**src/rtl/eagu_pkg.sv**
```systemverilog
package eagu_pkg;

    localparam int EAGU_AW   = 16;
    localparam int EAGU_NREG = 16;

    typedef enum logic [2:0] {
        AM_ABS   = 3'd0,
        AM_REG   = 3'd1,
        AM_IND   = 3'd2,
        AM_POST  = 3'd3,
        AM_PRE   = 3'd4,
        AM_ROFS  = 3'd5,
        AM_LOFS  = 3'd6,
        AM_RSVD  = 3'd7
    } amode_e;

    typedef struct packed {
        logic                ea_vld;
        logic                err;
        logic                rd_vld;
        logic [EAGU_AW-1:0]  ea;
        logic [EAGU_AW-1:0]  rd_data;
    } eagu_out_t;

    function automatic logic [EAGU_AW-1:0] step_of(input logic word, input logic dec);
        logic [EAGU_AW-1:0] mag;
        mag = word ? EAGU_AW'(2) : EAGU_AW'(1);
        return dec ? (~mag + EAGU_AW'(1)) : mag;
    endfunction

    function automatic logic is_mem_mode(input amode_e m);
        return (m != AM_REG) && (m != AM_RSVD);
    endfunction

    function automatic logic modifies_ptr(input amode_e m);
        return (m == AM_POST) || (m == AM_PRE);
    endfunction

endpackage

```
**src/rtl/eagu_regfile.sv**
```systemverilog
module eagu_regfile #(
    parameter int AW   = 16,
    parameter int NREG = 16,
    localparam int IW  = $clog2(NREG)
) (
    input  logic          clk,
    input  logic          rst,
    input  logic [IW-1:0] ra_idx,
    output logic [AW-1:0] ra_data,
    input  logic [IW-1:0] rb_idx,
    output logic [AW-1:0] rb_data,
    input  logic          we,
    input  logic [IW-1:0] wa_idx,
    input  logic [AW-1:0] wa_data
);

    logic [AW-1:0] regs [NREG];

    generate
        for (genvar g = 0; g < NREG; g++) begin : g_reg
            always_ff @(posedge clk) begin
                if (rst) begin
                    regs[g] <= '0;
                end else if (we && (wa_idx == IW'(g))) begin
                    regs[g] <= wa_data;
                end
            end
        end
    endgenerate

    assign ra_data = regs[ra_idx];
    assign rb_data = regs[rb_idx];

endmodule

```
**src/rtl/eagu_calc.sv**
```systemverilog
module eagu_calc
    import eagu_pkg::*;
#(
    parameter int AW = 16
) (
    input  amode_e        mode,
    input  logic          word,
    input  logic          dec,
    input  logic [AW-1:0] ptr_val,
    input  logic [AW-1:0] ofs_val,
    input  logic [AW-1:0] lit,
    output logic [AW-1:0] ea,
    output logic [AW-1:0] new_ptr,
    output logic          mem_acc,
    output logic          misalign,
    output logic          ptr_upd
);

    logic [AW-1:0] stepped;

    always_comb begin
        stepped = ptr_val + step_of(word, dec);
        new_ptr = stepped;
        unique case (mode)
            AM_ABS:  ea = lit;
            AM_IND:  ea = ptr_val;
            AM_POST: ea = ptr_val;
            AM_PRE:  ea = stepped;
            AM_ROFS: ea = ptr_val + ofs_val;
            AM_LOFS: ea = ptr_val + lit;
            default: ea = '0;
        endcase
        mem_acc  = is_mem_mode(mode);
        misalign = mem_acc && word && ea[0];
        ptr_upd  = modifies_ptr(mode) && !misalign;
    end

endmodule

```
**src/rtl/eagu_top.sv**
```systemverilog
module eagu_top
    import eagu_pkg::*;
#(
    parameter int AW   = EAGU_AW,
    parameter int NREG = EAGU_NREG,
    localparam int IW  = $clog2(NREG)
) (
    input  logic          clk,
    input  logic          rst,
    input  logic          req_vld,
    input  logic [2:0]    req_mode,
    input  logic          req_word,
    input  logic          req_dec,
    input  logic [IW-1:0] req_ptr,
    input  logic [IW-1:0] req_ofs,
    input  logic [AW-1:0] req_lit,
    input  logic          req_wr,
    input  logic [AW-1:0] req_wdata,
    output logic          ea_vld,
    output logic [AW-1:0] ea_addr,
    output logic          err_strb,
    output logic          rd_vld,
    output logic [AW-1:0] rd_data
);

    amode_e        mode;
    logic [AW-1:0] ptr_val;
    logic [AW-1:0] ofs_val;
    logic [AW-1:0] calc_ea;
    logic [AW-1:0] calc_np;
    logic          calc_mem;
    logic          calc_mis;
    logic          calc_upd;
    logic          wb_en;
    logic [AW-1:0] wb_data;
    logic          reg_mode;

    assign mode     = amode_e'(req_mode);
    assign reg_mode = (mode == AM_REG);

    eagu_regfile #(.AW(AW), .NREG(NREG)) u_rf (
        .clk     (clk),
        .rst     (rst),
        .ra_idx  (req_ptr),
        .ra_data (ptr_val),
        .rb_idx  (req_ofs),
        .rb_data (ofs_val),
        .we      (wb_en),
        .wa_idx  (req_ptr),
        .wa_data (wb_data)
    );

    eagu_calc #(.AW(AW)) u_calc (
        .mode     (mode),
        .word     (req_word),
        .dec      (req_dec),
        .ptr_val  (ptr_val),
        .ofs_val  (ofs_val),
        .lit      (req_lit),
        .ea       (calc_ea),
        .new_ptr  (calc_np),
        .mem_acc  (calc_mem),
        .misalign (calc_mis),
        .ptr_upd  (calc_upd)
    );

    assign wb_en   = req_vld && ((reg_mode && req_wr) || calc_upd);
    assign wb_data = reg_mode ? req_wdata : calc_np;

    eagu_out_t nxt, cur;

    always_comb begin
        nxt.ea_vld  = req_vld && calc_mem && !calc_mis;
        nxt.err     = req_vld && calc_mis;
        nxt.rd_vld  = req_vld && reg_mode;
        nxt.ea      = calc_ea;
        nxt.rd_data = ptr_val;
    end

    always_ff @(posedge clk) begin
        if (rst) begin
            cur <= '0;
        end else begin
            cur <= nxt;
        end
    end

    assign ea_vld   = cur.ea_vld;
    assign err_strb = cur.err;
    assign rd_vld   = cur.rd_vld;
    assign ea_addr  = cur.ea;
    assign rd_data  = cur.rd_data;

endmodule

```
**config.mk**
```make
export PLATFORM = sky130hd
export DESIGN_NAME = eagu_top
export DESIGN_NICKNAME = d
export VERILOG_FILES = /design/src/rtl/eagu_pkg.sv /design/src/rtl/eagu_regfile.sv /design/src/rtl/eagu_calc.sv /design/src/rtl/eagu_top.sv
export SDC_FILE = /design/constraint.sdc
export NUM_CORES = 1
export LEC_CHECK = 0
export BUFFER_PORTS_ARGS = -buffer_cell sky130_fd_sc_hd__buf_2
export CORE_AREA = 3 3 373 191
export DETAILED_ROUTE_END_ITERATION = 7
export DIE_AREA = 0 0 376 194
export GPL_TIMING_DRIVEN = 0
export MAX_ROUTING_LAYER = met4
export PLACE_DENSITY = 0.38
export SKIP_LAST_GASP = 1
export SLEW_MARGIN = 20
export SYNTH_ARGS = -nofsm -noshare
export SYNTH_HDL_FRONTEND = slang
export SYNTH_HIERARCHICAL = 1
export SYNTH_SLANG_ARGS = --single-unit
export TNS_END_PERCENT = 30
```
**constraint.sdc**
```tcl
create_clock -name clk -period 4.1 [get_ports clk]
set_input_delay 0.205 -clock clk [delete_from_list [all_inputs] [get_ports clk]]
set_output_delay 0.205 -clock clk [all_outputs]
set_load 0.02 [all_outputs]
```
Word level (Yosys, flattened, before mapping)
Memories as Yosys holds them, arrays and structs flattened.
Cells that the tools add are included.
{ "word_totals": {"ff_bits": 35, "in_bits": 49, "mem_count": 1, "out_inout_bits": 35, "word_cells": 152, "ramBits": 256} }
{ "mem_list": {"columns": ["memory", "depth", "word_bits", "read_ports", "rd_ports_with_merged_regs", "write_ports", "line", "rtl"], "rows": [
  ["u_rf.regs", 16, 16, 2, 0, 16, "eagu_regfile.sv:17", "logic [AW-1:0] regs [NREG];"]
]} }
{ "op_classes": {"bitwise": 17, "mux": 70, "eq_ne": 23, "n_addsub": 4, "reduce_logical": 32} }
{ "op_table": {"columns": ["op", "n"], "rows": [
  ["two-way mux 16 bit", 18],
  ["case mux 16 bit (5 select lines)", 1],
  ["two-way mux 1 bit", 50],
  ["adder 16 bit", 3],
  ["== test 4 bit (second input constant)", 8],
  ["logical AND 1 bit", 26],
  ["adder 16 x 1 -> 16 bit (second input constant)", 1],
  ["== test 4 x 3 -> 1 bit (second input constant)", 4],
  ["NOT 16 bit", 1],
  ["OR 1 bit", 16],
  ["== test 3 bit (second input constant)", 3],
  ["== test 4 x 2 -> 1 bit (second input constant)", 2],
  ["== test 3 x 2 -> 1 bit (second input constant)", 2],
  ["== test 4 x 1 -> 1 bit (second input constant)", 1],
  ["logical NOT 4 bit", 1],
  ["== test 3 x 1 -> 1 bit (second input constant)", 1],
  ["logical NOT 3 bit", 1],
  ["inequality test 3 x 1 -> 1 bit (second input constant)", 1],
  ["inequality test 3 bit (second input constant)", 1],
  ["logical OR 1 bit", 2],
  ["two-way mux 2 bit", 1],
  ["OR reduction 2 bit", 1],
  ["logical NOT 1 bit", 1]
]} }

Logic depth before layout (Yosys ltp)
Gate-level depths: netlist of the first run.
{ "logic_depth": {"ltp_word": 16, "depth_mapped": 18, "depth_no_buf": 15} }

Cells and area by module
The synthesis of the first run kept the hierarchy.
{ "by_module_without_submodules": {"columns": ["mod", "instances", "seq_area_each_um2", "area_each_um2", "cells_per_inst"], "rows": [
  ["eagu_regfile", 1, 7687.4, 13500.4, 868],
  ["eagu_calc", 1, 0.0, 2237.1, 302],
  ["eagu_top", 1, 700.7, 1211.2, 94]
]} }

Worst setup path after synthesis of the first run
OpenSTA, ideal clock, no wires.
{ "synth_path": {"kind": "input-to-reg", "startpoint": "input port req_ofs[0]", "endpoint": "memory u_rf.regs[11][0], enable pin", "setup_slack_ns": 0.144, "path_buffers": 2, "setup_time_ns": 0.392, "required_time_ns": 3.708, "arrival_ns": 3.563, "cell_stages": 14, "path_cell_list": "buf_4 buf_2 mux4_2 a22oi_1 nand2_1 mux2_2 ha_1 a32oi_1 o21a_1 nor2_1 nor2_1 a22o_2 nand3b_1 o21bai_1"} }
{ "synth_rtl": {"columns": ["item", "line", "rtl"], "rows": [
  ["start, declared", "eagu_top.sv:15", "input logic [IW-1:0] req_ofs,"],
  ["end, declared", "eagu_regfile.sv:17", null]
]} }

==> Flow_metrics.wiki, run 1 <==
{| class="wikitable"
! Metric !! Value
|-
| Detailed Routing Iterations Pass 1 || 5
|-
| Most frequent standard cell in the layout excluding fill and tap cells || sky130_fd_sc_hd__and2_1
|-
| Cts bufs inserted || 30
|-
| Insertion delay of the later-clocked pin in the worst-skew pair || 600 ps
|-
| Cell area after synthesis || 0.0169 mm²
|-
| Global-route usage over all layers || 17.7%
|-
| TritonCTS clock tree || done
|-
| Slack of the critical path || -174 ps
|-
| Number of cells in the finished layout apart from fillers || 2,342
|-
| Result of the run || finished, violations left
|-
| Final worst-path cycle share || 104%
|-
| Max-capacitance violation count || 0
|-
| Max frequency || 234 MHz
|-
| Power share of the combinational group || 21.8%
|-
| Power density of the placed cells || 401 mW/mm²
|-
| Count of endpoints failing hold in the final timing report || 0
|-
| H-tree level count || 1
|-
| Post-route clock skew || 28.5 ps
|-
| Path type of the worst min-delay path || input pin to register
|-
| Internal power contribution || 5780 µW
|-
| Initial antenna violation count || 1
|-
| Final count of negative-setup-slack endpoints || 70
|-
| Via count of the first global-routing pass || 11,800
|-
| Failing checks || setup timing
|-
| Detailed Route Iter0 Violations || 1,241
|-
| Data arrival time of the critical path || 4710 ps
|-
| Synthesized netlist cell count || 1,264
|-
| Share of power burned in the clock network || 36.9%
|-
| Switching part of the total || 29.7%
|-
| Placement Setup Slack || -1960 ps
|-
| Area of the core || 0.0683 mm²
|-
| Clock Sinks || 291
|-
| Number of nets in the layout || 1,487
|-
| Total Power Consumption || 8210 µW
|-
| Count of final max-slew check failures || 0
|-
| Number of nets in the synthesized netlist || 1,348
|-
| Avg Cell Area, Syn || 13.4 µm²
|-
| Portion of the post-synthesis area used by sequential elements || 49.5%
|-
| Pin count of the biggest net entering global routing || 17
|-
| Number of routed nets with antenna violations || 0
|-
| Grt total ovfl || 0
|-
| Routed vias/inst || 5.04
|-
| Layout cell share with drive strength beyond 1 || 30.6%
|-
| Number of enable flip-flop cells after synthesis || 256
|-
| Routed length per instance || 27.0 µm
|-
| Reg power frac || 41.4%
|-
| Detailed-placement wirelength estimate || 48,800 µm
|-
| Clock tree root driver cell || sky130_fd_sc_hd__clkbuf_16
|-
| RSZ-0062 raised after global routing || yes
|-
| Routed wire length || 63,300 µm
|-
| Leading cell types in the layout, fill and taps excluded || sky130_fd_sc_hd__and2_1 (260), sky130_fd_sc_hd__edfxtp_1 (256), sky130_fd_sc_hd__mux4_2 (128)
|-
| Peak supply drop || 0.325 mV
|-
| I/O pin count || 84
|-
| Inst Count DP || 2,264
|-
| Clock-pin slew of the registers on the worst-case setup and hold paths || 70 ps
|-
| Min cycle time layout || 4270 ps
|-
| Leak Pwr || 0.00762 µW
|-
| Total of buffers placed on input and output ports || 81
|-
| Post-route DRC || 0
|-
| Starting density of the core || 24.8%
|-
| Post-synthesis register bit count || 291
|-
| Share of flip-flops with an asynchronous set or reset || 0%
|-
| Die ar. || 0.0729 mm²
|-
| Number of placement rows || 68
|-
| Die outline width || 376 µm
|-
| First-pass GRT wire length || 89,800 µm
|-
| Worst slew slack as a fraction of its limit || 29.9%
|-
| Area overhead of the layout relative to synthesis || 20.8%
|-
| CP Class || register to register
|-
| Tightest Pin Transition || 1050 ps
|-
| Worst Setup End Kind || register
|-
| Endpoint required time on the critical path || 4530 ps
|-
| Max FO, Critical Path || 4
|-
| Startpoint Class || register
|-
| Leading register cell type out of synthesis || sky130_fd_sc_hd__edfxtp_1
|-
| Vias after detailed routing || 11,800
|-
| Number of buffers on the longest clock path || 3
|-
| GP Congestion || 0.917
|-
| Net load switching power || 2440 µW
|-
| Count of warnings emitted by yosys || 6
|-
| Smallest hold slack || 40.1 ps
|-
| Number of unique standard cell types used by synthesis || 69
|-
| Height of the die || 194 µm
|}
## final cells by class
cell class | count | area [µm²]
Antenna cell | 5 | 12.5
Sequential cell | 291 | 8390
Multi-Input combinational cell | 864 | 8450
Fill cell | 6861 | 47900
Tap cell | 910 | 1140
Buffer | 96 | 564
Timing Repair Buffer | 107 | 821
Clock inverter | 20 | 253
Inverter | 13 | 48.8
Clock buffer | 36 | 795
## synth_stat cells, types with 4 or more instances
cell type	n	area (µm²)
sky130_fd_sc_hd__a211oi_1	4	30.0
sky130_fd_sc_hd__clkbuf_1	55	206
sky130_fd_sc_hd__nor2b_1	41	257
sky130_fd_sc_hd__ha_1	33	413
sky130_fd_sc_hd__nand3b_1	5	37.5
sky130_fd_sc_hd__nor2_4	4	45.0
sky130_fd_sc_hd__buf_1	13	48.8
sky130_fd_sc_hd__nor3b_1	5	37.5
sky130_fd_sc_hd__buf_6	5	56.3
sky130_fd_sc_hd__o21bai_1	19	143
sky130_fd_sc_hd__mux2_2	25	282
sky130_fd_sc_hd__nand3_1	7	35.0
sky130_fd_sc_hd__nand2_1	50	188
sky130_fd_sc_hd__dfxtp_1	35	701
sky130_fd_sc_hd__o221ai_1	4	35.0
sky130_fd_sc_hd__buf_2	7	35.0
sky130_fd_sc_hd__mux4_2	128	2880
sky130_fd_sc_hd__a221o_1	4	40.0
sky130_fd_sc_hd__mux2_4	8	120
sky130_fd_sc_hd__o21a_1	7	52.6
sky130_fd_sc_hd__and2_1	260	1630
sky130_fd_sc_hd__edfxtp_1	256	7690
sky130_fd_sc_hd__mux2i_1	5	50.1
sky130_fd_sc_hd__a21oi_1	23	115
sky130_fd_sc_hd__a211o_1	4	35.0
sky130_fd_sc_hd__xor2_1	11	96.3
sky130_fd_sc_hd__a31oi_1	6	37.5
sky130_fd_sc_hd__buf_4	10	75.1
sky130_fd_sc_hd__o21ai_0	14	70.1
sky130_fd_sc_hd__nand2b_1	7	43.8
sky130_fd_sc_hd__a22oi_1	72	541
sky130_fd_sc_hd__a21o_1	14	105
sky130_fd_sc_hd__clkbuf_2	5	25.0
sky130_fd_sc_hd__inv_1	13	48.8
sky130_fd_sc_hd__xnor2_1	15	131
sky130_fd_sc_hd__nor2_1	37	139
## sequential cells by signal (all words and copies together), names as in the netlist
signal,flops
rd_vld,1
err_strb,1
u_rf/regs,256
ea_addr,16
ea_vld,1
rd_data,16
## cell families after synthesis
logic type | Yosys count | synth area share (%)
DFF | 291 | 49.5
adders and majority gates | 35 | 2.67
AOI/OAI and AO/OA | 197 | 8.46
xor gates and xnor gates | 26 | 1.34
buffers and inverters | 109 | 3.04
muxes | 166 | 19.7
and+or+nand+nor | 440 | 15.3
## stage by stage
step | area (µm²) | TNS, ps | util [%]
floorplan | 16900 | 0 | -
global placement | 18500 | -970490 | 27.1
detailed placement | 18900 | -678690 | 27.6
CTS | 20300 | -4790 | 29.8
global route | 20500 | -23870 | 29.9
finish | 20500 | -5320 | 30.0
## layer usage
metal  GRT usage (%)  vias to the layer above  part of all wire, %
met5               -                        -                    0
met2            19.6                      471                   34
li1                -                     5125                    -
met1            31.1                     6136                   57
met4            2.24                        0                  1.2
met3            3.77                       62                  8.2
## worst max-delay path: stages, from the launching register on
cell,delay [ps]
sky130_fd_sc_hd__edfxtp_1,430
sky130_fd_sc_hd__mux4_2,490
sky130_fd_sc_hd__a22oi_1,280
sky130_fd_sc_hd__nand2_1,100
sky130_fd_sc_hd__mux2_2,270
sky130_fd_sc_hd__ha_1,360
sky130_fd_sc_hd__a21o_1,200
sky130_fd_sc_hd__a21oi_4,100
sky130_fd_sc_hd__o21ai_0,500
sky130_fd_sc_hd__nand4_1,260
sky130_fd_sc_hd__o21ai_1,530
sky130_fd_sc_hd__xor2_1,130
sky130_fd_sc_hd__a211o_1,330
sky130_fd_sc_hd__nor2b_1,130
## power groups by stage
stage / registers [µW] / logic (µW) / clock network (µW)
finish: 3400 / 1790 / 3030
global route: 3410 / 1910 / 3230
CTS: 3400 / 1760 / 3110
detailed placement: 3460 / 1700 / 0
global placement: 3470 / 1660 / 0
floorplan: 3480 / 1010 / 0
## repair_timing
item | in CTS | in global routing
gates cloned | 0 | 0
buffers inserted | 10 | 5
endpoints found under the hold margin | 5 | 0
gates resized for setup | 114 | 3
endpoints found under the setup margin | 522 | 260
hold buffers | 2 | 0
pin swaps | 12 | 5
## final timing paths
kind,from,cells past startpoint,to,slack [ps]
worst min-delay path,rst,2,ea_vld$_SDFF_PP0_,40
worst max-delay path,u_rf/regs[11][2]$_SDFFCE_PN0P_,13,ea_addr[14]$_SDFF_PP0_,-170
worst min register to register,u_rf/regs[6][2]$_SDFFCE_PN0P_,4,rd_data[2]$_SDFF_PP0_,930
worst max register to register,u_rf/regs[11][2]$_SDFFCE_PN0P_,13,ea_addr[14]$_SDFF_PP0_,-170
(Power assumes the default switching activity.)
==> run 2, diff against run 1 <==
CORE_AREA = 3 3 244 126   (was 3 3 373 191)
DIE_AREA = 0 0 247 129   (was 0 0 376 194)
PLACE_DENSITY = 0.77   (was 0.38)
clock period = 4.47 ns   (was 4.1 ns; I/O delays follow)
==> run 2 against run 1 <==
  * The flow now finishes without violations
  * Count of clock-buffer cells in the layout decreased by 8
  * Die area down 56%
  * Sequential share of layout area up 2.8 points
  * Combinational power decreased by 17%
  * Via count up 0.48%
  * Power shrank 13%
  * Global-route usage is 13 points higher
  * Core utilization grew 37 points
  * First-iteration DRC count up 12%
  * Critical path depth grew 3
  * Sequential cell count unchanged
  * Final area decreased by 6.4%
  * Critical endpoint is now u_rf/regs[5][10]$_SDFFCE_PN0P_
  * Largest cell class is now registers
  * Largest power group unchanged
  * Highest routed layer unchanged
==> Flow_metrics.wiki, run 2 (same netlist as run 1, synthesis figures left out) <==
{| class="wikitable"
! Metric !! Value
|-
| Starting density of the core || 58.9%
|-
| Number of routed nets with antenna violations || 0
|-
| RSZ-0062 raised after global routing || yes
|-
| TritonCTS clock tree || done
|-
| Global-route usage over all layers || 31.1%
|-
| Tightest Pin Transition || 791 ps
|-
| Leak Pwr || 0.00739 µW
|-
| GP Congestion || 0.911
|-
| Detailed Route Iter0 Violations || 1,391
|-
| Number of nets in the layout || 1,474
|-
| Capture point of the critical path || u_rf/regs[5][10]$_SDFFCE_PN0P_
|-
| Inst Count DP || 1,750
|-
| Worst R2R Path Depth || 15
|-
| Count of final max-slew check failures || 0
|-
| Routed vias/inst || 6.57
|-
| Routed length per instance || 26.1 µm
|-
| Max frequency || 226 MHz
|-
| Final worst-path cycle share || 98.9%
|-
| CP Class || input pin to register
|-
| Slack of the critical path || 47.7 ps
|-
| H-tree level count || 1
|-
| Insertion delay of the later-clocked pin in the worst-skew pair || 580 ps
|-
| Max FO, Critical Path || 10
|-
| Post-route clock skew || 25.5 ps
|-
| Switching part of the total || 28.3%
|-
| Worst Setup End Kind || register
|-
| Layout cell share with drive strength beyond 1 || 27.9%
|-
| R2R Setup Slk || 100 ps
|-
| Detailed-placement wirelength estimate || 35,200 µm
|-
| Power density of the placed cells || 374 mW/mm²
|-
| Reg-to-Reg End || u_rf/regs[5][10]$_SDFFCE_PN0P_
|-
| Data arrival time of the critical path || 4860 ps
|-
| Register ranked first by flip-flop count || u_rf/regs
|-
| Endpoint required time on the critical path || 4900 ps
|-
| Final count of negative-setup-slack endpoints || 0
|-
| Reg power frac || 43.5%
|-
| Post-route DRC || 0
|-
| Area overhead of the layout relative to synthesis || 13.1%
|-
| Smallest hold slack || 27.4 ps
|-
| Die ar. || 0.0319 mm²
|-
| Vias after detailed routing || 11,900
|-
| Path type of the worst min-delay path || input pin to register
|-
| Min cycle time layout || 4420 ps
|-
| Area of the core || 0.0288 mm²
|-
| Total negative setup slack || 0 ps
|-
| RR Startpoint || u_rf/regs[14][0]$_SDFFCE_PN0P_
|-
| First-pass GRT wire length || 70,500 µm
|-
| Worst slew slack as a fraction of its limit || 47.2%
|-
| Routed wire length || 47,100 µm
|-
| Clock tree root driver cell || sky130_fd_sc_hd__clkbuf_16
|-
| Number of flip-flops in the largest register || 256
|-
| Diode insertion count for antenna repair || 0
|-
| Pin count of the biggest net entering global routing || 17
|-
| Peak supply drop || 0.263 mV
|-
| Leading cell types in the layout, fill and taps excluded || sky130_fd_sc_hd__and2_1 (260), sky130_fd_sc_hd__edfxtp_1 (256), sky130_fd_sc_hd__mux4_2 (128)
|-
| Launch point of the worst path || req_ofs[1]
|-
| Grt total ovfl || 0
|-
| Detailed Routing Iterations Pass 1 || 5
|-
| Share of power burned in the clock network || 35.7%
|-
| Clock Sinks || 291
|-
| Max-capacitance violation count || 0
|-
| Number of cells in the finished layout apart from fillers || 1,803
|-
| Count of endpoints failing hold in the final timing report || 0
|-
| Most frequent standard cell in the layout excluding fill and tap cells || sky130_fd_sc_hd__and2_1
|-
| Number of buffers on the longest clock path || 3
|-
| Internal power contribution || 5140 µW
|-
| Via count of the first global-routing pass || 11,700
|-
| Total of buffers placed on input and output ports || 81
|-
| Height of the die || 129 µm
|-
| Startpoint Class || input pin
|-
| Net load switching power || 2030 µW
|-
| Die outline width || 247 µm
|-
| Power share of the combinational group || 20.8%
|-
| Number of placement rows || 44
|-
| Result of the run || finished, final reports clean
|-
| I/O pin count || 84
|-
| Initial antenna violation count || 0
|-
| Cts bufs inserted || 28
|-
| Placement Setup Slack || -714 ps
|-
| Core Util, Final || 66.6%
|-
| Clock-pin slew of the registers on the worst-case setup and hold paths || 70 ps
|}
run 2: how the worst min path moves through the flow:
stage / start / endpoint / slack, ps / depth (start not counted)
global placement: req_vld / err_strb$_SDFF_PP0_ / 510 / 2
floorplan: rst / ea_addr[15]$_SDFF_PP0_ / 300 / 1
global route: rst / rd_data[15]$_SDFF_PP0_ / 50 / 2
detailed placement: req_vld / err_strb$_SDFF_PP0_ / 530 / 2
finish: rst / rd_data[15]$_SDFF_PP0_ / 30 / 2
CTS: rst / rd_data[15]$_SDFF_PP0_ / 10 / 2
run 2: metal layers:
| layer | GRT usage [%] | share of wire (%) |
|---|---|---|
| met5 | - | 0 |
| met4 | 6.06 | 1.8 |
| met3 | 7.98 | 14 |
| met2 | 48.9 | 47 |
| met1 | 41.6 | 38 |
run 2: power by group through the flow:
stage	Sequential, µW	Combinational [µW]	Clock, µW
2_1_floorplan	3190	925	0
3_3_place_gp	3170	1390	0
3_5_place_dp	3170	1430	0
4_1_cts	3120	1450	2590
5_1_grt	3130	1590	2720
6_report	3120	1490	2560
run 2: timing repair:
item / CTS / global route
hold buffers: 1 / 0
buffers inserted: 0 / 0
setup endpoints to repair: 99 / 342
gates resized for setup: 2 / 43
endpoints found under the hold margin: 3 / 0
pin swaps: 0 / 0
run 2: final cells by class:
cell class / instances / area, µm²
multi-input cells: 864 / 8150
flip-flops and latches: 291 / 8390
well taps: 391 / 489
clock buffers: 28 / 701
clock inverters: 24 / 294
repair buffers: 96 / 599
fillers: 2030 / 9630
inverters: 13 / 48.8
plain buffers: 96 / 493
run 2: critical path, cell delays in order:
cell	delay (ps)
sky130_fd_sc_hd__clkbuf_2	290
sky130_fd_sc_hd__buf_1	580
sky130_fd_sc_hd__mux4_2	400
sky130_fd_sc_hd__a22oi_1	340
sky130_fd_sc_hd__nand2_1	200
sky130_fd_sc_hd__mux2_2	320
sky130_fd_sc_hd__ha_1	300
sky130_fd_sc_hd__a32oi_1	220
sky130_fd_sc_hd__o21a_1	180
sky130_fd_sc_hd__nor2_1	70
sky130_fd_sc_hd__nor2_1	110
sky130_fd_sc_hd__a22o_2	330
sky130_fd_sc_hd__nand4bb_1	270
sky130_fd_sc_hd__nor2_1	470
sky130_fd_sc_hd__clkbuf_2	360
sky130_fd_sc_hd__and2_1	200
run 2: metrics by stage:
stage	area [µm²]	total power [µW]
after detailed placement	18100	4610
after global routing	19200	7430
after floorplan	16900	4120
final	19200	7170
after global placement	17800	4550
after CTS	19100	7150
